### config.mk
export PLATFORM = sky130hd
export DESIGN_NAME = colfeed_loader
export DESIGN_NICKNAME = d
export VERILOG_FILES = /design/src/rtl/colfeed_pkg.sv /design/src/rtl/colfeed_seq.sv /design/src/rtl/colfeed_lane.sv /design/src/rtl/colfeed_polarity.sv /design/src/rtl/colfeed_loader.sv
export SDC_FILE = /design/constraint.sdc
export NUM_CORES = 1
export LEC_CHECK = 0
export ABC_AREA = 1
export BUFFER_PORTS_ARGS = -buffer_cell sky130_fd_sc_hd__buf_2
export CORE_UTILIZATION = 45
export CTS_CLUSTER_DIAMETER = 30
export DETAILED_ROUTE_END_ITERATION = 7
export PLACE_DENSITY = 0.67
export SLEW_MARGIN = 20
export SYNTH_ARGS = -nofsm -noshare
export SYNTH_HDL_FRONTEND = slang
export SYNTH_HIERARCHICAL = 1
export SYNTH_SLANG_ARGS = --single-unit
### constraint.sdc
create_clock -name clk_i -period 5.1 [get_ports clk_i]
set_input_delay 0.255 -clock clk_i [delete_from_list [all_inputs] [get_ports clk_i]]
set_output_delay 0.255 -clock clk_i [all_outputs]
set_load 0.05 [all_outputs]
### src/rtl/colfeed_pkg.sv
package colfeed_pkg;
  localparam int unsigned CF_NCH = 6;
  localparam int unsigned CF_DW  = 10;

  typedef enum logic {
    SEQ_IDLE = 1'b0,
    SEQ_RUN  = 1'b1
  } seq_st_e;
endpackage

### src/rtl/colfeed_seq.sv
module colfeed_seq
  import colfeed_pkg::*;
#(
  parameter int unsigned NCH = CF_NCH
) (
  input  logic           clk_i,
  input  logic           rst_ni,
  input  logic           stby_i,
  input  logic           rise_ph_i,
  input  logic           edge_sel_i,
  input  logic           rev_i,
  input  logic           start_i,
  input  logic           xfr_i,
  output logic [NCH-1:0] wr_en_o,
  output logic [NCH-1:0] fill_o,
  output logic           done_o,
  output logic           xfr_go_o
);
  localparam int unsigned PW = (NCH > 1) ? $clog2(NCH) : 1;
  localparam logic [PW-1:0] LAST = PW'(NCH - 1);

  seq_st_e        st_q, st_d;
  logic [PW-1:0]  pos_q, pos_d;
  logic           arm_q, arm_d;
  logic [NCH-1:0] fill_q, fill_d;
  logic           done_q, done_d;
  logic           pend_q, pend_d;
  logic           act;
  logic [PW-1:0]  tgt_ch;
  logic [NCH-1:0] wr_en;
  logic           xfr_go;

  function automatic logic [PW-1:0] ch_of(input logic [PW-1:0] p, input logic r);
    return r ? (LAST - p) : p;
  endfunction

  always_comb begin
    act    = (rise_ph_i == edge_sel_i);
    st_d   = st_q;
    pos_d  = pos_q;
    arm_d  = arm_q;
    fill_d = fill_q;
    done_d = 1'b0;
    wr_en  = '0;
    tgt_ch = ch_of(pos_q, rev_i);
    xfr_go = ~rise_ph_i & pend_q;
    pend_d = pend_q;
    if (xfr_go) pend_d = 1'b0;
    if (rise_ph_i && xfr_i) pend_d = 1'b1;
    if (act) begin
      arm_d = start_i;
      if (arm_q) begin
        tgt_ch         = ch_of('0, rev_i);
        wr_en[tgt_ch]  = 1'b1;
        fill_d         = '0;
        fill_d[tgt_ch] = 1'b1;
        st_d           = SEQ_RUN;
        pos_d          = PW'(1);
      end else if (st_q == SEQ_RUN) begin
        wr_en[tgt_ch]  = 1'b1;
        fill_d[tgt_ch] = 1'b1;
        if (pos_q == LAST) begin
          st_d   = SEQ_IDLE;
          pos_d  = '0;
          done_d = 1'b1;
        end else begin
          pos_d = pos_q + PW'(1);
        end
      end
    end
    if (stby_i) begin
      st_d   = SEQ_IDLE;
      pos_d  = '0;
      arm_d  = 1'b0;
      fill_d = '0;
      done_d = 1'b0;
      pend_d = 1'b0;
      wr_en  = '0;
      xfr_go = 1'b0;
    end
  end

  always_ff @(posedge clk_i or negedge rst_ni) begin
    if (!rst_ni) begin
      st_q   <= SEQ_IDLE;
      pos_q  <= '0;
      arm_q  <= 1'b0;
      fill_q <= '0;
      done_q <= 1'b0;
      pend_q <= 1'b0;
    end else begin
      st_q   <= st_d;
      pos_q  <= pos_d;
      arm_q  <= arm_d;
      fill_q <= fill_d;
      done_q <= done_d;
      pend_q <= pend_d;
    end
  end

  assign wr_en_o  = wr_en;
  assign fill_o   = fill_q;
  assign done_o   = done_q;
  assign xfr_go_o = xfr_go;


  wr_phase_chk: assert property (@(posedge clk_i) disable iff (!rst_ni)
    (|wr_en_o) |-> (rise_ph_i == edge_sel_i));

  wr_onehot_chk: assert property (@(posedge clk_i) disable iff (!rst_ni)
    $onehot0(wr_en_o));

  done_full_chk: assert property (@(posedge clk_i) disable iff (!rst_ni)
    done_o |-> (&fill_o));

  xfr_fall_chk: assert property (@(posedge clk_i) disable iff (!rst_ni)
    xfr_go_o |-> (!rise_ph_i && $past(rise_ph_i && xfr_i)));

  stby_clr_chk: assert property (@(posedge clk_i) disable iff (!rst_ni)
    stby_i |=> (fill_o == '0 && st_q == SEQ_IDLE && !done_o));
endmodule

### src/rtl/colfeed_lane.sv
module colfeed_lane
  import colfeed_pkg::*;
#(
  parameter int unsigned DW = CF_DW
) (
  input  logic          clk_i,
  input  logic          rst_ni,
  input  logic          stby_i,
  input  logic          ld_i,
  input  logic          xfr_i,
  input  logic [DW-1:0] word_i,
  output logic [DW-1:0] code_o
);
  logic [DW-1:0] stage_q, stage_d;
  logic [DW-1:0] hold_q, hold_d;

  always_comb begin
    stage_d = stage_q;
    hold_d  = hold_q;
    if (ld_i)  stage_d = word_i;
    if (xfr_i) hold_d  = stage_q;
    if (stby_i) begin
      stage_d = '0;
      hold_d  = '0;
    end
  end

  always_ff @(posedge clk_i or negedge rst_ni) begin
    if (!rst_ni) begin
      stage_q <= '0;
      hold_q  <= '0;
    end else begin
      stage_q <= stage_d;
      hold_q  <= hold_d;
    end
  end

  assign code_o = hold_q;


  hold_keep_chk: assert property (@(posedge clk_i) disable iff (!rst_ni)
    (!xfr_i && !stby_i) |=> $stable(code_o));

  stage_keep_chk: assert property (@(posedge clk_i) disable iff (!rst_ni)
    (!ld_i && !stby_i) |=> $stable(stage_q));
endmodule

### src/rtl/colfeed_polarity.sv
module colfeed_polarity
  import colfeed_pkg::*;
#(
  parameter int unsigned DW = CF_DW
) (
  input  logic          inv_i,
  input  logic [DW-1:0] code_i,
  output logic [DW:0]   ofs_o
);
  localparam logic [DW:0] FS = {1'b0, {DW{1'b1}}};
  logic [DW:0] mag;

  always_comb begin
    mag   = FS - {1'b0, code_i};
    ofs_o = inv_i ? mag : (~mag + {{DW{1'b0}}, 1'b1});
  end
endmodule

### src/rtl/colfeed_loader.sv
module colfeed_loader
  import colfeed_pkg::*;
#(
  parameter int unsigned NCH = CF_NCH,
  parameter int unsigned DW  = CF_DW
) (
  input  logic                  clk_i,
  input  logic                  rst_ni,
  input  logic                  rise_ph_i,
  input  logic                  edge_sel_i,
  input  logic                  rev_i,
  input  logic                  start_i,
  input  logic                  xfr_i,
  input  logic                  inv_i,
  input  logic                  stby_i,
  input  logic [DW-1:0]         word_i,
  output logic [NCH*DW-1:0]     hold_code_o,
  output logic [NCH*(DW+1)-1:0] offset_o,
  output logic [NCH-1:0]        fill_o,
  output logic                  done_o
);
  localparam int unsigned OW = DW + 1;

  logic [1:0]     rst_sync_q;
  logic           rst_n;
  logic [NCH-1:0] wr_en;
  logic           xfr_go;

  always_ff @(posedge clk_i or negedge rst_ni) begin
    if (!rst_ni) rst_sync_q <= 2'b00;
    else         rst_sync_q <= {rst_sync_q[0], 1'b1};
  end
  assign rst_n = rst_sync_q[1];

  colfeed_seq #(.NCH(NCH)) u_seq (
    .clk_i      (clk_i),
    .rst_ni     (rst_n),
    .stby_i     (stby_i),
    .rise_ph_i  (rise_ph_i),
    .edge_sel_i (edge_sel_i),
    .rev_i      (rev_i),
    .start_i    (start_i),
    .xfr_i      (xfr_i),
    .wr_en_o    (wr_en),
    .fill_o     (fill_o),
    .done_o     (done_o),
    .xfr_go_o   (xfr_go)
  );

  for (genvar i = 0; i < NCH; i++) begin : g_ch
    logic [DW-1:0] code_w;
    logic [OW-1:0] ofs_w;

    colfeed_lane #(.DW(DW)) u_lane (
      .clk_i  (clk_i),
      .rst_ni (rst_n),
      .stby_i (stby_i),
      .ld_i   (wr_en[i]),
      .xfr_i  (xfr_go),
      .word_i (word_i),
      .code_o (code_w)
    );

    colfeed_polarity #(.DW(DW)) u_pol (
      .inv_i  (inv_i),
      .code_i (code_w),
      .ofs_o  (ofs_w)
    );

    assign hold_code_o[i*DW +: DW] = code_w;
    assign offset_o[i*OW +: OW]    = ofs_w;


    neg_region_chk: assert property (@(posedge clk_i) disable iff (!rst_n)
      !inv_i |-> (ofs_w[OW-1] || ofs_w == '0));

    pos_region_chk: assert property (@(posedge clk_i) disable iff (!rst_n)
      inv_i |-> !ofs_w[OW-1]);
  end
endmodule

After elaboration in Yosys (flattened, before gate mapping)
Cells that the tools add are included.
W data, S select, Z words.
- $lt $le $gt $ge: 4
- bitwise gates (word level): 9
- $add $sub $neg: 14
- muxes and demuxes: 65
- reductions and logical operators: 14
- equal/unequal tests: 2
- operators by type and width (operator ; count):
    $mux W10 ; 24
    $add A11 B1 Y11 const B ; 6
    $mux W11 ; 6
    $not A11 Y11 ; 6
    $sub A10 B10 Y11 const A ; 6
    $mux W6 ; 8
    $mux W3 ; 7
    $mux W1 ; 18
    $reduce_bool A2 Y1 ; 8
    $lt A3 B4 Y1 const B ; 2
    $demux W1 S3 ; 2
    $ge A3 B1 Y1 const B ; 2
    $or A6 B6 Y6 ; 1
    $reduce_bool A3 Y1 ; 2
    $add A3 B1 Y3 const B ; 1
    $eq A3 B3 Y1 const B ; 1
    $logic_and A1 B1 Y1 ; 3
    $sub A3 B3 Y3 const A ; 1
    $reduce_and A2 Y1 ; 1
    $and A1 B1 Y1 ; 1
    $eq A1 B1 Y1 ; 1
    $not A1 Y1 ; 1
- word-level logic and storage cells: 127
- register bits: 135
- output and inout port bits: 133

Logic depth before layout (Yosys ltp)
- depth in word-level cells: 12
- depth in mapped cells: 11
- mapped depth without buffers: 11

By module
The synthesis kept the hierarchy.
- modules (own cells, without submodules) (module ; instances ; area each (um^2) ; sequential area each (um^2) ; cells each):
    colfeed_lane ; 6 ; 799.5 ; 500.5 ; 87
    colfeed_polarity ; 6 ; 287.8 ; 0.0 ; 62
    colfeed_seq ; 1 ; 778.2 ; 325.3 ; 104
    colfeed_loader ; 1 ; 53.8 ; 50.0 ; 3

Least setup slack after synthesis
No wires, ideal clock.
- kind: reg2out
- from: register g_ch[1].u_lane.hold_q[3]
- to: output port offset_o[16]
- arrival: 1.818 ns
- path slack: 3.027 ns
- path buffers: 0
- cell stages (with the launch flop): 4
- cells stage by stage: dfrtp_1 > nand3_1 > o21bai_2 > xor2_1
- longest elaborated chain between the ends: 4
- RTL lines (item ; RTL line ; source):
    start, declared ; colfeed_lane.sv:15 ; logic [DW-1:0] hold_q, hold_d;
    start signal, assigned ; colfeed_lane.sv:34 ; hold_q <= hold_d;
    $sub A10 B10 Y11 * ; colfeed_polarity.sv:14 ; mag = FS - {1'b0, code_i};
    $not A11 Y11 ; colfeed_polarity.sv:15 ; ofs_o = inv_i ? mag : (~mag + {{DW{1'b0}}, 1'b1});
    $add A11 B1 Y11 ; colfeed_polarity.sv:15 ;
    $mux W11 * ; colfeed_polarity.sv:15 ;
    end, declared ; colfeed_loader.sv:18 ; output logic [NCH*(DW+1)-1:0] offset_o,
Every way passes the cells marked *; elsewhere a longest branch is shown, timed or not.

Final worst setup path
- from: register u_seq.pos_q[1]
- to: register g_ch[0].u_lane.stage_q[1]
- longest elaborated chain between the ends: 11
- RTL lines (item ; RTL line ; source):
    start, declared ; colfeed_seq.sv:23 ; logic [PW-1:0] pos_q, pos_d;
    start signal, assigned ; colfeed_seq.sv:93 ; pos_q <= pos_d;
    $sub A3 B3 Y3 ; colfeed_seq.sv:34 ; return r ? (LAST - p) : p;
    $mux W3 * ; colfeed_seq.sv:34 ;
    $lt A3 B4 Y1 (implied by the code) or $ge A3 B1 Y1 (tied branches) ; colfeed_seq.sv:60 ; wr_en[tgt_ch] = 1'b1;
    $logic_and A1 B1 Y1 (implied by the code) ; colfeed_seq.sv:60 ;
    $mux W1 (implied by the code) ; colfeed_seq.sv:60 ;
    $demux W1 S3 * ; - ;
    $mux W6 * ; colfeed_seq.sv:59 ; end else if (st_q == SEQ_RUN) begin
    $mux W6 * ; colfeed_seq.sv:52 ; if (arm_q) begin
    $mux W6 * ; colfeed_seq.sv:50 ; if (act) begin
    $mux W6 * ; colfeed_seq.sv:71 ; if (stby_i) begin
    net wr_en[0] ; colfeed_loader.sv:26 ; logic [NCH-1:0] wr_en;
    $reduce_bool A2 Y1 (no source line) * ; - ;
    end signal, assigned ; colfeed_lane.sv:33 ; stage_q <= stage_d;
    end, declared ; colfeed_lane.sv:14 ; logic [DW-1:0] stage_q, stage_d;
The timed path passes the listed nets; every way through them passes the cells marked *.
A chain may end at the register's enable or synchronous reset.

==> results.sh <==
export IMPL_outcome="completed"
export IMPL_critPathBufInv=2
export IMPL_grt_max_degree=59
export IMPL_synth_edf_count=0
export IMPL_hold_class="in -> reg"
export IMPL_synth_top_cell_area_share_pct=45.9
export IMPL_routedWlPerCell_um=13.0
export IMPL_clock_latency_ps=410
export IMPL_synth_fp_nets=1028
export IMPL_use_met3_pct=4.10
export IMPL_htree_levels=4
export IMPL_coreArea_mm2=0.0159
export IMPL_slowest_delay_ps=630
export IMPL_drive_above_1_share_pct=20.1
export IMPL_swShare_pct=26.5
export IMPL_dpl_worst_slack_ps=2540
export IMPL_grt_busiest_layer="met2"
export IMPL_ys_warnings_count=6
export IMPL_overflow=0
export IMPL_netlist_area_mm2=0.00736
export IMPL_port_buffers=151
export IMPL_fin_crit_sh_pct=47.0
export IMPL_place_detailed_hpwl_um=12500
export IMPL_peakVddDrop_mv=0.225
export IMPL_grt_pass1_wl_um=29600
export IMPL_avgViaCountPerCell=4.96
export IMPL_end_kind="flop"
export IMPL_synth_flop_cell="dfrtp_1"
export IMPL_totalPowerFinal_mw=2.75
export IMPL_nFillCells=1519
export IMPL_powerDensity_mw_per_mm2=309
export IMPL_crit_chain="inv_1 > ha_1 > inv_1 > nand2_1 > nand2_1 > nand3_1 > nand2_1 > nor3b_2 > nor2_2 > nand2_1 > nand2_1"
export IMPL_rsz0062_at_grt="false"
export IMPL_gr_usage_met2_pct=35.2
export IMPL_slew_violations=0
export IMPL_first_pass_iters=5
export IMPL_grt_pass1_vias=6029
export IMPL_yosys_area_top_type="dfrtp_1"
export IMPL_critPathLaunchType="flop"
export IMPL_cts_tree="yes"
export IMPL_setup_ws_ps=2710
export IMPL_netlist_instances=1001
export IMPL_ys_types=27
export IMPL_antenna_found_initial=0
export IMPL_cellLeakagePower_nw=5.04
export IMPL_fp_dieArea_mm2=0.0169
export IMPL_ios=152
export IMPL_cts_root_buffer_cell="clkbuf_16"
export IMPL_slew_headroom_pct=49.0
export IMPL_finalSetupViolCount=0
export IMPL_cts_path_max_buffers=2
export IMPL_cpMostUsedCell="nand2_1"
export IMPL_synth_most_common_cell="nand2_1"
export IMPL_tightest_slew_ps=762
export IMPL_antennaDiodeCount=0
export IMPL_synth_commonest_cells="415 x nand2_1, 148 x nand3_1, 135 x dfrtp_1"
export IMPL_cts_setup_buffers=0
export IMPL_grtUsageMet1_pct=31.5
export IMPL_setup_tns_ps=0
export IMPL_drt_iter0_markers=417
export IMPL_vias=6859
export IMPL_internal_power_mw=2.02
export IMPL_ys_seq_area_share_pct=45.9
export IMPL_path_max_fanout=11
export IMPL_routed_wl_um=18000
export IMPL_cts_sinks=135
export IMPL_netlist_top_cells_area="dfrtp_1 46%, nand2_1 21%, nand3_1 10%"
export IMPL_period_minus_slack_ps=2390
export IMPL_cts_resized=0
export IMPL_finClkSkew_ps=10.2
export IMPL_route_detailed_drc=0
export IMPL_cts_buffers=17
export IMPL_routabilityCongestion=0.871
export IMPL_die_x_um=130
export IMPL_synthArstFlopShare_pct=100
export IMPL_max_freq_ghz=0.418
export IMPL_clkSlewWorstSetupHoldPaths_ps=60
export IMPL_syn_area_per_cell_um2=7.35
export IMPL_ys_seq_elements=135
export IMPL_cp_required_ps=5400
export IMPL_area_growth_pct=21.2
export IMPL_rows=46
export IMPL_crit_family="simple AND/OR/NAND/NOR gates"
export IMPL_fin_nets=1180
export IMPL_critPathSlowestCell="nor3b_2"
export IMPL_power_frac_seq_pct=39.8
export IMPL_power_frac_comb_pct=11.8
export IMPL_die_height_um=130
export IMPL_antenna_left=0
export IMPL_grt_total_usage_pct=22.2
export IMPL_switchingPower_uw=729
export IMPL_p_clk_share_pct=48.4
export IMPL_hold_viol_final=0
export IMPL_cp_arrival_ps=2700
export IMPL_crit_type="reg -> reg"
export IMPL_initial_utilization_pct=46.1
export IMPL_timing_max_cap_violations=0
[cell usage in the layout (no fill, tap or decap), types with 2 or more instances in the layout]
master,synthesis,routed
dfrtp_1,135,134
o21ai_1,6,6
nor2_2,18,18
clkbuf_16,0,17
nor3_1,5,2
nand2_2,4,4
nand3_1,148,148
inv_2,8,8
xor2_1,25,25
ha_1,8,8
a21oi_1,7,7
nand2_1,415,415
nor2_1,60,59
inv_1,90,90
buf_4,0,5
bufinv_16,0,5
o22ai_1,2,2
nor3_2,0,3
clkinv_2,0,3
inv_6,0,2
o21ai_0,19,19
nor3b_2,1,2
nand4_1,2,2
nand3b_1,12,12
o21bai_2,6,6
clkinv_4,0,4
buf_2,12,151
[what timing repair did]
| action | in CTS | in global routing |
|---|---|---|
| endpoints found under the setup margin | 0 | 0 |
| hold endpoints to repair | 2 | 0 |
| hold buffers | 1 | 0 |
[per-layer routing]
| metal | wire length (um) | up-vias |
|---|---|---|
| met3 | 1020 | 15 |
| met2 | 8450 | 188 |
| li1 | - | 3457 |
| met4 | 133 | 0 |
| met1 | 8400 | 3199 |
| met5 | 0 | - |
[tightest hold or removal path, stage by stage]
cell and delay (ps):
buf_2 120, nor2_1 80, nor3_1 50
[power groups by stage]
stage / Combinational (mW) / Sequential, mW / Clock (mW)
6_report: 0.324 / 1.10 / 1.33
5_1_grt: 0.354 / 1.10 / 1.40
4_1_cts: 0.324 / 1.10 / 1.35
3_5_place_dp: 0.322 / 1.12 / 0
3_3_place_gp: 0.321 / 1.12 / 0
2_1_floorplan: 0.210 / 1.15 / 0
[through the flow]
step	utilization [%]	hold slack [ps]	instance area (um2)	cells
2_1_floorplan	-	-40.6	7360	1001
3_3_place_gp	51.7	40.2	8240	1349
3_5_place_dp	51.7	40.7	8240	1349
4_1_cts	55.8	116	8900	1382
5_1_grt	55.9	110	8920	1382
6_report	55.9	133	8920	1382
[logic make-up after synthesis]
| family | after synthesis | synth area share [%] |
|---|---|---|
| xor gates and xnor gates | 25 | 2.98 |
| DFF | 135 | 45.9 |
| AOI/OAI and AO/OA | 41 | 3.37 |
| other | 1 | 0.0510 |
| buffers and inverters | 123 | 7.74 |
| adders and majority gates | 8 | 1.36 |
| and+or+nand+nor | 668 | 38.6 |
[worst paths after layout]
kind | start | to | slack, ps | depth (start not counted)
worst min register to register | rst_sync_q[1] | g_ch[2].u_lane/code_o[9] | 240 | 0
worst min-delay path | xfr_i | u_seq/pend_q | 130 | 3
min in group asynchronous | rst_ni | rst_sync_q[1] | 150 | 2
max in group asynchronous | rst_sync_q[1] | g_ch[1].u_lane/code_o[7] | 3830 | 1
worst max register to register | u_seq/pos_q[1] | g_ch[0].u_lane/stage_q[1] | 2710 | 11
worst max-delay path | u_seq/pos_q[1] | g_ch[0].u_lane/stage_q[1] | 2710 | 11
[flip-flops by register name, summed over array words and instances (netlist names)]
register / cells
u_seq/st_q: 1
u_seq/pend_q: 1
g_ch.u_lane/stage_q: 60
u_seq/arm_q: 1
u_seq/done_o: 1
u_seq/pos_q: 3
u_seq/fill_o: 6
rst_sync_q: 2
g_ch.u_lane/code_o: 60
[final cells by class]
type / count / area, um2 / share of cell area [%]
Tap cell: 216 / 270 / 3.03
Inverter: 99 / 374 / 4.20
Clock inverter: 15 / 225 / 2.53
Sequential cell: 135 / 3380 / 37.9
Multi-Input combinational cell: 743 / 3440 / 38.5
Timing Repair Buffer: 157 / 803 / 9.01
Clock buffer: 17 / 425 / 4.77
No activity file was read; power rests on OpenSTA's default activity.
